`src/rtl/hbc_pkg.sv`:
```
package hbc_pkg;

   typedef struct packed {
      logic hi;
      logic lo;
   } leg_pair_t;

   typedef enum logic [1:0] {
      MODE_NORM = 2'd0,
      MODE_BYP  = 2'd1,
      MODE_EXIT = 2'd2,
      MODE_KILL = 2'd3
   } leg_mode_t;

   function automatic int unsigned cnt_w(input int unsigned n);
      return (n > 1) ? $clog2(n) : 1;
   endfunction

endpackage

```
`src/rtl/hbc_cmd_decode.sv`:
```
module hbc_cmd_decode
   import hbc_pkg::*;
#(
   parameter int unsigned LEGS = 2
) (
   input  logic                  enable,
   input  logic                  force_off,
   input  logic [LEGS-1:0]       hs_cmd_n,
   input  logic [LEGS-1:0]       ls_cmd,
   output leg_pair_t [LEGS-1:0]  req,
   output logic                  kill
);

   assign kill = ~enable | force_off;

   for (genvar i = 0; i < LEGS; i++) begin : g_leg
      assign req[i].hi = ~hs_cmd_n[i];
      assign req[i].lo = ls_cmd[i];
   end

endmodule

```
`src/rtl/hbc_bypass_filter.sv`:
```
module hbc_bypass_filter
   import hbc_pkg::*;
#(
   parameter int unsigned FILT_CYC = 200
) (
   input  logic clk,
   input  logic rst_n,
   input  logic req,
   output logic byp_act,
   output logic byp_exit
);

   localparam int unsigned FW = cnt_w(FILT_CYC);
   localparam logic [FW-1:0] FMAX = FW'(FILT_CYC - 1);

   logic [FW-1:0] fcnt_q, fcnt_d;
   logic          byp_q, byp_d;

   always_comb begin
      if (!req)
         fcnt_d = '0;
      else if (fcnt_q != FMAX)
         fcnt_d = fcnt_q + 1'b1;
      else
         fcnt_d = fcnt_q;
      byp_d = req & (byp_q | (fcnt_q == FMAX));
   end

   always_ff @(posedge clk or negedge rst_n) begin
      if (!rst_n) begin
         fcnt_q <= '0;
         byp_q  <= 1'b0;
      end else begin
         fcnt_q <= fcnt_d;
         byp_q  <= byp_d;
      end
   end

   assign byp_act  = byp_q;
   assign byp_exit = byp_q & ~req;

   // bypass only starts after a full run of high samples
   assert_filter_full_R7: assert property (@(posedge clk) disable iff (!rst_n)
      $rose(byp_q) |-> ($past(fcnt_q) == FMAX) && $past(req));

   // bypass never persists past a low sample
   assert_filter_drop_R7: assert property (@(posedge clk) disable iff (!rst_n)
      !req |=> !byp_q);

endmodule

```
`src/rtl/hbc_leg.sv`:
```
module hbc_leg
   import hbc_pkg::*;
#(
   parameter int unsigned DEAD_CYC = 11
) (
   input  logic      clk,
   input  logic      rst_n,
   input  leg_pair_t req,
   input  logic      kill,
   input  logic      byp_act,
   input  logic      byp_exit,
   output leg_pair_t gate
);

   localparam int unsigned CW = cnt_w(DEAD_CYC);
   localparam logic [CW-1:0] CNT_RDY = CW'(DEAD_CYC - 1);

   leg_pair_t     st_q, st_d;
   logic [CW-1:0] gap_q, gap_d;
   logic          gap_ok;
   logic          clash;
   leg_mode_t     mode;

   assign gap_ok = (gap_q == CNT_RDY);
   assign clash  = req.hi & req.lo;

   always_comb begin
      if (kill)
         mode = MODE_KILL;
      else if (byp_exit)
         mode = MODE_EXIT;
      else if (byp_act)
         mode = MODE_BYP;
      else
         mode = MODE_NORM;
   end

   always_comb begin
      st_d = st_q;
      unique case (mode)
         MODE_KILL, MODE_EXIT: st_d = '0;
         MODE_BYP:             st_d = req;
         MODE_NORM: begin
            if (!clash) begin
               st_d.hi = req.hi & (st_q.hi | (~st_q.lo & gap_ok));
               st_d.lo = req.lo & (st_q.lo | (~st_q.hi & gap_ok));
            end
         end
         default:              st_d = '0;
      endcase
   end

   always_comb begin
      if (byp_exit || st_q.hi || st_q.lo)
         gap_d = '0;
      else if (!gap_ok)
         gap_d = gap_q + 1'b1;
      else
         gap_d = gap_q;
   end

   always_ff @(posedge clk or negedge rst_n) begin
      if (!rst_n) begin
         st_q  <= '0;
         gap_q <= CNT_RDY;
      end else begin
         st_q  <= st_d;
         gap_q <= gap_d;
      end
   end

   assign gate.hi = st_q.hi & ~kill;
   assign gate.lo = st_q.lo & ~kill;

   // outside bypass the two switches are never on together
   assert_no_overlap_R4: assert property (@(posedge clk) disable iff (!rst_n)
      !byp_act |-> !(st_q.hi && st_q.lo));

   // a conflicting request leaves the state untouched
   assert_clash_hold_R4: assert property (@(posedge clk) disable iff (!rst_n)
      (!kill && !byp_act && req.hi && req.lo) |=> $stable(st_q));

   // a protected turn-on only follows a completed gap
   assert_gap_hi_R5: assert property (@(posedge clk) disable iff (!rst_n)
      ($rose(st_q.hi) && !$past(byp_act)) |-> ($past(gap_q) == CNT_RDY) && !$past(st_q.lo));

   assert_gap_lo_R5: assert property (@(posedge clk) disable iff (!rst_n)
      ($rose(st_q.lo) && !$past(byp_act)) |-> ($past(gap_q) == CNT_RDY) && !$past(st_q.hi));

   // a blanked cycle leaves no switch on
   assert_kill_clear_R3: assert property (@(posedge clk) disable iff (!rst_n)
      kill |=> (st_q == '0));

   // in bypass the state copies the request
   assert_byp_follow_R8: assert property (@(posedge clk) disable iff (!rst_n)
      (byp_act && !byp_exit && !kill) |=> (st_q == $past(req)));

   // leaving bypass clears the switches and restarts the gap
   assert_exit_clear_R9: assert property (@(posedge clk) disable iff (!rst_n)
      byp_exit |=> (st_q == '0) && (gap_q == '0));

endmodule

```
`src/rtl/hb_gate_ctrl.sv`:
```
module hb_gate_ctrl
   import hbc_pkg::*;
#(
   parameter int unsigned LEGS     = 2,
   parameter int unsigned DEAD_CYC = 11,
   parameter int unsigned FILT_CYC = 200
) (
   input  logic            clk,
   input  logic            rst_n,
   input  logic            enable,
   input  logic            force_off,
   input  logic            bypass_req,
   input  logic [LEGS-1:0] hs_cmd_n,
   input  logic [LEGS-1:0] ls_cmd,
   output logic [LEGS-1:0] hs_gate,
   output logic [LEGS-1:0] ls_gate
);

   if (LEGS < 1) begin : g_bad_legs
      $error("hb_gate_ctrl: LEGS must be at least 1");
   end
   if (DEAD_CYC < 1) begin : g_bad_dead
      $error("hb_gate_ctrl: DEAD_CYC must be at least 1");
   end
   if (FILT_CYC < 1) begin : g_bad_filt
      $error("hb_gate_ctrl: FILT_CYC must be at least 1");
   end

   leg_pair_t [LEGS-1:0] req;
   leg_pair_t [LEGS-1:0] gate;
   logic                 kill;
   logic                 byp_act;
   logic                 byp_exit;

   hbc_cmd_decode #(
      .LEGS (LEGS)
   ) u_decode (
      .enable    (enable),
      .force_off (force_off),
      .hs_cmd_n  (hs_cmd_n),
      .ls_cmd    (ls_cmd),
      .req       (req),
      .kill      (kill)
   );

   hbc_bypass_filter #(
      .FILT_CYC (FILT_CYC)
   ) u_filter (
      .clk      (clk),
      .rst_n    (rst_n),
      .req      (bypass_req),
      .byp_act  (byp_act),
      .byp_exit (byp_exit)
   );

   for (genvar i = 0; i < LEGS; i++) begin : g_leg
      hbc_leg #(
         .DEAD_CYC (DEAD_CYC)
      ) u_leg (
         .clk      (clk),
         .rst_n    (rst_n),
         .req      (req[i]),
         .kill     (kill),
         .byp_act  (byp_act),
         .byp_exit (byp_exit),
         .gate     (gate[i])
      );
      assign hs_gate[i] = gate[i].hi;
      assign ls_gate[i] = gate[i].lo;
   end

   // a low enable shows up on every gate in the same cycle
   assert_enable_blank_R2: assert property (@(posedge clk) disable iff (!rst_n)
      !enable |-> (hs_gate == '0) && (ls_gate == '0));

endmodule

```
`config.mk`:
```
export PLATFORM = sky130hd
export DESIGN_NAME = hb_gate_ctrl
export DESIGN_NICKNAME = d
export VERILOG_FILES = /design/src/rtl/hbc_pkg.sv /design/src/rtl/hbc_cmd_decode.sv /design/src/rtl/hbc_bypass_filter.sv /design/src/rtl/hbc_leg.sv /design/src/rtl/hb_gate_ctrl.sv
export SDC_FILE = /design/constraint.sdc
export NUM_CORES = 1
export LEC_CHECK = 0
export ABC_CLOCK_PERIOD_IN_PS = 1700
export BUFFER_PORTS_ARGS = -buffer_cell sky130_fd_sc_hd__buf_2
export CORE_ASPECT_RATIO = 2
export CORE_MARGIN = 2
export CORE_UTILIZATION = 35
export CTS_BUF_LIST = sky130_fd_sc_hd__clkbuf_4
export DETAILED_ROUTE_END_ITERATION = 8
export PLACE_DENSITY_LB_ADDON = 0.05
export SLEW_MARGIN = 0
export SYNTH_ARGS = -nofsm -noshare
export SYNTH_HDL_FRONTEND = slang
export SYNTH_SLANG_ARGS = --single-unit
```
`constraint.sdc`:
```
create_clock -name clk -period 1.7 [get_ports clk]
set_input_delay 0.255 -clock clk [delete_from_list [all_inputs] [get_ports clk]]
set_output_delay 0.255 -clock clk [all_outputs]
set_load 0.05 [all_outputs]
```
* Word-level counts from Yosys, hierarchy flattened
Cells that the tools add are included.
Word-level totals: word-level logic and storage cells 73, output and inout bits 4, bits of input ports 9, register bits 21
Operators by class: muxes and demuxes 13, eq/ne operators 12, add/subtract/negate cells 3, reductions and logical operators 6, bitwise operators 31
Operators with widths (number):
- $and A1 B1 Y1 | 16
- $mux W4 | 4
- $mux W8 | 2
- $pmux W2 S3 | 2
- $not A1 Y1 | 9
- $add A4 B1 Y4 const B | 2
- $add A8 B1 Y8 const B | 1
- $eq A4 B4 Y1 const B | 2
- $eq A8 B8 Y1 const B | 1
- $mux W2 | 4
- $ne A2 B2 Y1 const B | 4
- $ne A8 B8 Y1 const B | 1
- $or A1 B1 Y1 | 6
- $eq A2 B2 Y1 const B | 2
- $logic_or A1 B1 Y1 | 4
- $eq A2 B1 Y1 const B | 1
- $logic_not A2 Y1 | 1
- $ne A2 B1 Y1 const B | 1
- $reduce_or A2 Y1 | 1
- $mux W1 | 1

* Longest topological paths before layout
Gate-level depths: netlist of run 1.
word-level depth 7, depth in mapped cells 5, mapped depth without buffers 5

* Modules after synthesis
Synthesis of run 1 repeated with hierarchy kept, for this count alone.
Second synthesis, totals: cell total of the unflattened synthesis 103, area total of the unflattened synthesis 1141.1 µm²
Modules (own cells, without submodules):
- hbc_leg | area an instance 327.8 µm², cells each 28, instances 2, sequential area each 152.6 µm²
- hbc_bypass_filter | area an instance 456.7 µm², cells each 42, instances 1, sequential area each 225.2 µm²
- hbc_cmd_decode | area an instance 28.8 µm², cells each 5, instances 1, sequential area each 0.0 µm²

* Worst setup path after synthesis of run 1
Ideal clock, no wire load.
path type reg-to-reg, start register g_leg[1].u_leg.gap_q[1], end register g_leg[1].u_leg.st_q[1] in the netlist's numbering, period minus slack after synthesis 1.320 ns, arrival 1.219 ns, buffers on the path 0, path slack 0.380 ns, required time 1.599 ns, setup time 0.101 ns, cell stages (with the launch flop) 5, cells stage by stage dfstp_2 -> ha_1 -> nor4bb_1 -> nor4_1 -> nor4_1
Between the ends: word-level cells in the longest chain between the ends 6
RTL lines:
- start, declared | RTL line hbc_leg.sv:19 | logic [CW-1:0] gap_q, gap_d;
- start signal, assigned | RTL line hbc_leg.sv:68 | gap_q <= gap_d;
- $eq A4 B4 Y1 | RTL line hbc_leg.sv:24 | assign gap_ok = (gap_q == CNT_RDY);
- $and A1 B1 Y1 | RTL line hbc_leg.sv:45 | st_d.hi = req.hi & (st_q.hi | (~st_q.lo & gap_ok));
- $or A1 B1 Y1 | RTL line hbc_leg.sv:45
- $and A1 B1 Y1 | RTL line hbc_leg.sv:45
- $mux W2 | RTL line hbc_leg.sv:44 | if (!clash) begin
- $pmux W2 S3 | RTL line hbc_leg.sv:40 | unique case (mode)
- end signal, assigned | RTL line hbc_leg.sv:67 | st_q <= st_d;
- end, declared | RTL line hbc_leg.sv:18 | leg_pair_t st_q, st_d;
No other way between the ends. The select of a mux whose other input is x is not followed. A chain may end at the register's enable or synchronous reset.

* Worst setup path after layout of run 1
Ends and elaborated chain as after synthesis.

==> impl_metrics.json, run 1 <==
{
  "num_vias": 892,
  "worst_setup_path_end_kind": "flip-flop",
  "critical_path_class": "reg -> reg",
  "final_nets": 145,
  "gr-usage-met2_pct": 29.4,
  "cts_tree": "yes",
  "r2r_cells": 4,
  "syn_area_um2": 1160,
  "hp-class": "in -> reg",
  "dieWidth_um": 44.7,
  "drt-total-wl_um": 2520,
  "synthCells": 114,
  "final_cells": 161,
  "grt_pass1_vias": 1002,
  "worstMarginPinSlew_ps": 491,
  "min_period_ps": 1460,
  "die_area_um2": 3810,
  "dp_hpwl_um": 1930,
  "r2r_end": "g_leg[1].u_leg.st_q[1]",
  "area_delta_synth_final_pct": 11.7,
  "start_util_pct": 36.7,
  "io_pins": 13,
  "p_per_area_nw_per_um2": 1080,
  "min_delay_path_depth": 2,
  "vias_per_cell": 5.54,
  "rsz0062_at_grt": "false",
  "worstPathArrival_ps": 1660,
  "cts_max_level": 1,
  "setup_viol": 0,
  "grt_usage_pct": 15.2,
  "start_kind": "flip-flop",
  "mostFrequentLayoutCells": "17 x dfrtp_1, 12 x buf_2, 10 x nor2_1, 10 x nand2_1",
  "crit_required_ps": 1910,
  "placedCellCount": 156,
  "drcViolationCount": 0,
  "io_buffers": 12,
  "worstHoldEndpoint": "g_leg[0].u_leg.st_q[1]",
  "setup_tns_ps": 0,
  "crit_start": "g_leg[1].u_leg.gap_q[1]",
  "avgRoutedWirePerCell_um": 15.7,
  "clock_path_buffers": 2,
  "postCtsSetupRepairBufs": 0,
  "min-delay-start": "hs_cmd_n[0]",
  "cts_made_buffers": 3,
  "fin_area_um2": 1290,
  "synth_edf_count": 0,
  "async_flop_share_pct": 100,
  "place_congestion": 0.761,
  "period_share_pct": 85.7,
  "fmax_mhz": 686,
  "n_antenna_cell": 0,
  "numClockSinks": 21,
  "ctsRootBufferMaster": "clkbuf_4",
  "fin_skew_ps": 4.13,
  "die_h_um": 85.4,
  "drtIter0Drc": 5,
  "clk_pin_slew_ps": 120,
  "core-area_um2": 3160,
  "antenna_found_initial": 0,
  "mostFrequentLayoutCell": "dfrtp_1",
  "first_pass_iters": 4,
  "final_util_pct": 41.0,
  "relSlewSlack_pct": 67.3,
  "finalHoldViolations": 0,
  "ant_nets": 0,
  "layout-drive-gt1-share_pct": 20.0,
  "row_count": 29,
  "yosys_warnings": 0,
  "fillCellCount": 329,
  "reg2reg_slack_ps": 240,
  "rr_startpoint": "g_leg[1].u_leg.gap_q[1]",
  "ys_seq_elements": 21,
  "clk_latency_ps": 300,
  "status": "finished, final reports clean",
  "yosys_most_used_dff": "dfrtp_1",
  "maxCapViolCount": 0,
  "synth.distinct_cells": 33,
  "grt_max_degree": 22,
  "grt-ovfl-total": 0,
  "syn_area_per_cell_um2": 10.2,
  "top_usage_layer": "met2",
  "grt.met3_usage_pct": 1.28,
  "p_leak_uw": 0.000552,
  "ir_worst_vdd_mv": 0.524,
  "placed_cell_area_um2": 1250,
  "crit_path_max_fanout": 4,
  "yosysSeqAreaShare_pct": 45.8,
  "grt_first_pass_wirelength_um": 4410,
  "use_met1_pct": 15.8,
  "finalMaxSlewViolations": 0,
  "syn-num-nets": 128
}
-- synthesized netlist by cell type, types with 2 or more instances --
master,number,area [µm²]
dfrtp_1,17,425
nand2_1,10,37.5
nor2_1,10,37.5
and2_1,6,37.5
nor4_1,6,37.5
ha_1,5,62.6
nand2b_1,5,31.3
dfstp_2,4,105
nand3_1,4,20.0
nand3b_1,4,30.0
o21ai_0,4,20.0
nor4bb_1,3,30.0
or3_1,3,18.8
xnor2_1,3,26.3
xor2_1,3,26.3
a211oi_1,2,15.0
a21boi_1,2,15.0
a21oi_1,2,10.0
inv_1,2,7.51
mux2i_1,2,20.0
nand4_1,2,12.5
nor3_1,2,10.0
o2111ai_1,2,17.5
or3b_2,2,17.5
-- how the worst max path moves through the flow --
stage                     slack [ps]  depth (start not counted)                endpoint
after detailed placement         250                          4  g_leg[1].u_leg.st_q[1]
after CTS                        220                          4  g_leg[1].u_leg.st_q[1]
final                            240                          4  g_leg[1].u_leg.st_q[1]
after global routing             130                          4      u_filter.fcnt_q[0]
after global placement           330                          4  g_leg[1].u_leg.st_q[1]
after floorplan                  380                          4  g_leg[1].u_leg.st_q[1]
-- per-layer routing --
| metal | wire, µm | share of wire (%) |
|---|---|---|
| met2 | 1550 | 61 |
| met4 | 21 | 0.83 |
| met3 | 39 | 1.5 |
| met1 | 914 | 36 |
| met5 | 0 | 0 |
-- cells by family (layout without fill, tap and decap cells) --
family	Yosys count	in the layout	synth area share, %
AO/OA/AOI/OAI	15	15	8.86
XOR/XNOR	6	6	4.54
adder cells (fa/ha/maj)	5	5	5.40
buffers and inverters	3	19	0.972
flip-flops	21	21	45.8
multiplexers	2	2	1.73
AND/OR/NAND/NOR	62	62	32.7
-- layout make-up --
class                   instances  area [µm²]  area share [%]
inverters                       2        7.51           0.580
repair buffers                 13        70.1            5.42
well taps                      31        38.8            3.00
clock buffers                   4        30.0            2.32
multi-input cells              90         617            47.7
flip-flops and latches         21         531            41.0
-- through the flow --
step	hold WS, ps	total power [µW]	setup slack (ps)
floorplan	-40.6	1030	380
global placement	251	1130	330
global route	101	1500	130
finish	108	1390	243
detailed placement	251	1150	247
CTS	99.9	1420	222
-- where the power goes --
part | internal [µW] | switching, µW | leakage [µW]
logic | 198 | 173 | 0.000264
registers | 636 | 128 | 0.000269
clock network | 107 | 152 | 0.0000184
total | 942 | 453 | 0.000552
-- timing repair --
| item | in CTS | in global routing |
|---|---|---|
| hold buffers | 1 | 0 |
| gates resized for setup | 0 | 0 |
| endpoints found under the hold margin | 17 | 0 |
-- flip-flops by register name (all words and copies together) (netlist names) --
| name | cells |
|---|---|
| u_filter.fcnt_q | 8 |
| u_filter.byp_act | 1 |
| g_leg.u_leg.st_q | 4 |
| g_leg.u_leg.gap_q | 8 |
-- worst max-delay path, stage by stage, from the launching register on --
cell      delay (ps)
dfstp_2          570
ha_1             190
nor4bb_1         290
nor4_1            70
nor4_1           240
Power figures use the tool's default switching activity.
==> run 2: changes to the inputs <==
- ABC_CLOCK_PERIOD_IN_PS: 1700 -> 1880
- CORE_ASPECT_RATIO: 2 -> default
- CORE_UTILIZATION: 35 -> 57
- clock period: 1.7 -> 1.88 ns (I/O delays scaled with it)
==> run 2 against run 1 <==
  * Utilization increased by 25 points
  * Sequential share of layout area increased by 0.16 points
  * Non-clock buffer count stayed put
  * Critical path type unchanged
  * Highest routed layer unchanged
==> impl_metrics.json, run 2 (synthesis results as in run 1) <==
{
  "use_met1_pct": 23.6,
  "ctsRootBufferMaster": "clkbuf_4",
  "finalHoldViolations": 0,
  "setup_viol": 0,
  "reg.largest.list": "g_leg.u_leg.gap_q x8, u_filter.fcnt_q x8, g_leg.u_leg.st_q x4",
  "grt_max_degree": 22,
  "grt_pass1_vias": 863,
  "clock_path_buffers": 2,
  "path_cells": "ha_1 -> nor4bb_1 -> nor4_1 -> nor4_1",
  "antenna_found_initial": 0,
  "num_vias": 906,
  "power_switching_uw": 394,
  "mostFrequentLayoutCells": "17 x dfrtp_1, 12 x buf_2, 10 x nor2_1, 10 x nand2_1",
  "clk_latency_ps": 300,
  "worst_setup_path_end_kind": "flip-flop",
  "final_util_pct": 66.4,
  "setup_tns_ps": 0,
  "layout-drive-gt1-share_pct": 20.0,
  "fillCellCount": 171,
  "drt-total-wl_um": 2030,
  "core-area_um2": 1940,
  "top_usage_layer": "met2",
  "rsz0062_at_grt": "false",
  "critical_path_class": "reg -> reg",
  "min_delay_path_depth": 2,
  "mostFrequentLayoutCell": "dfrtp_1",
  "io_buffers": 12,
  "vias_per_cell": 5.77,
  "finalMaxSlewViolations": 0,
  "worstPathArrival_ps": 1640,
  "p_int_uw": 851,
  "final_nets": 145,
  "io_pins": 13,
  "swShare_pct": 31.6,
  "worstMarginPinSlew_ps": 462,
  "rr_startpoint": "g_leg[1].u_leg.gap_q[1]",
  "n_antenna_cell": 0,
  "crit_required_ps": 2090,
  "post_cts_resized": 0,
  "grt.met3_usage_pct": 3.99,
  "p_seq_share_pct": 55.0,
  "postCtsSetupRepairBufs": 0,
  "p_comb_share_pct": 26.6,
  "cts_tree": "yes",
  "die_h_um": 49.1,
  "row_count": 16,
  "cts_made_buffers": 3,
  "crit_path_max_fanout": 4,
  "first_pass_iters": 4,
  "status": "finished, final reports clean",
  "max_stage_delay_ps": 570,
  "ir_worst_vdd_mv": 0.911,
  "start_kind": "flip-flop",
  "p_leak_uw": 0.000552,
  "area_delta_synth_final_pct": 11.2,
  "gr-usage-met2_pct": 33.1,
  "min-delay-start": "hs_cmd_n[1]",
  "reg2reg_slack_ps": 450,
  "dieWidth_um": 49.1,
  "fmax_mhz": 697,
  "numClockSinks": 21,
  "fin_skew_ps": 4.20,
  "drcViolationCount": 0,
  "cp_slowest_cell": "dfstp_2",
  "relSlewSlack_pct": 69.2,
  "worstHoldEndpoint": "g_leg[1].u_leg.st_q[1]",
  "min_period_ps": 1430,
  "cts_max_level": 1,
  "die_area_um2": 2410,
  "drtIter0Drc": 17,
  "crit_top_cell": "nor4_1",
  "place_congestion": 0.818,
  "start_util_pct": 59.7,
  "avgRoutedWirePerCell_um": 12.9,
  "r2r_cells": 4,
  "r2r_end": "g_leg[1].u_leg.st_q[1]",
  "grt-ovfl-total": 0,
  "grt_usage_pct": 19.4,
  "ant_nets": 0,
  "clkPwrFrac_pct": 18.4,
  "hp-class": "in -> reg",
  "p_per_area_nw_per_um2": 966,
  "postCtsHoldBufs": 1,
  "dp_hpwl_um": 1530,
  "clk_pin_slew_ps": 110,
  "grt_first_pass_wirelength_um": 3610,
  "maxCapViolCount": 0,
  "period_share_pct": 76.3
}
run 2: area by class of cell:
type	instances	area [µm²]	area share [%]
multi-input cells	90	617	47.9
flip-flops and latches	21	531	41.2
repair buffers	13	70.1	5.44
well taps	27	33.8	2.62
clock buffers	4	30.0	2.33
inverters	2	7.51	0.583
run 2: how the worst max path moves through the flow:
stage	startpoint	to	slack, ps	cells after the start
floorplan	g_leg[1].u_leg.gap_q[1]	g_leg[1].u_leg.st_q[1]	560	4
global placement	g_leg[1].u_leg.gap_q[1]	g_leg[1].u_leg.st_q[1]	510	4
detailed placement	g_leg[1].u_leg.gap_q[1]	g_leg[1].u_leg.st_q[1]	470	4
CTS	u_filter.fcnt_q[0]	u_filter.fcnt_q[0]	450	4
global route	g_leg[1].u_leg.gap_q[1]	g_leg[1].u_leg.st_q[1]	330	4
finish	g_leg[1].u_leg.gap_q[1]	g_leg[1].u_leg.st_q[1]	450	4
run 2: power by group through the flow:
stage	registers [µW]	logic, µW	clock network (µW)
after floorplan	666	268	0
after global placement	684	316	0
after detailed placement	693	329	0
after CTS	683	335	238
after global routing	703	388	253
final	684	331	229
run 2: critical path: cells and delay by family (launching register included):
family	cells	cell delay [ps]
and+or+nand+nor	3	580
DFF	1	570
adders and majority gates	1	200
run 2: through the flow:
stage / hold slack [ps] / power (µW) / cell area [µm²] / worst slack, ps / instances
6_report: 136 / 1240 / 1290 / 446 / 157
3_3_place_gp: 257 / 1000 / 1250 / 513 / 152
2_1_floorplan: -13.6 / 934 / 1160 / 560 / 114
3_5_place_dp: 259 / 1020 / 1250 / 472 / 152
4_1_cts: 124 / 1260 / 1290 / 448 / 157
5_1_grt: 125 / 1340 / 1290 / 333 / 157
run 2: metal layers:
| layer | vias up | routed length, µm |
|---|---|---|
| li1 | 450 | - |
| met1 | 429 | 936 |
| met2 | 25 | 985 |
| met3 | 2 | 82 |
| met4 | 0 | 21 |
| met5 | - | 0 |
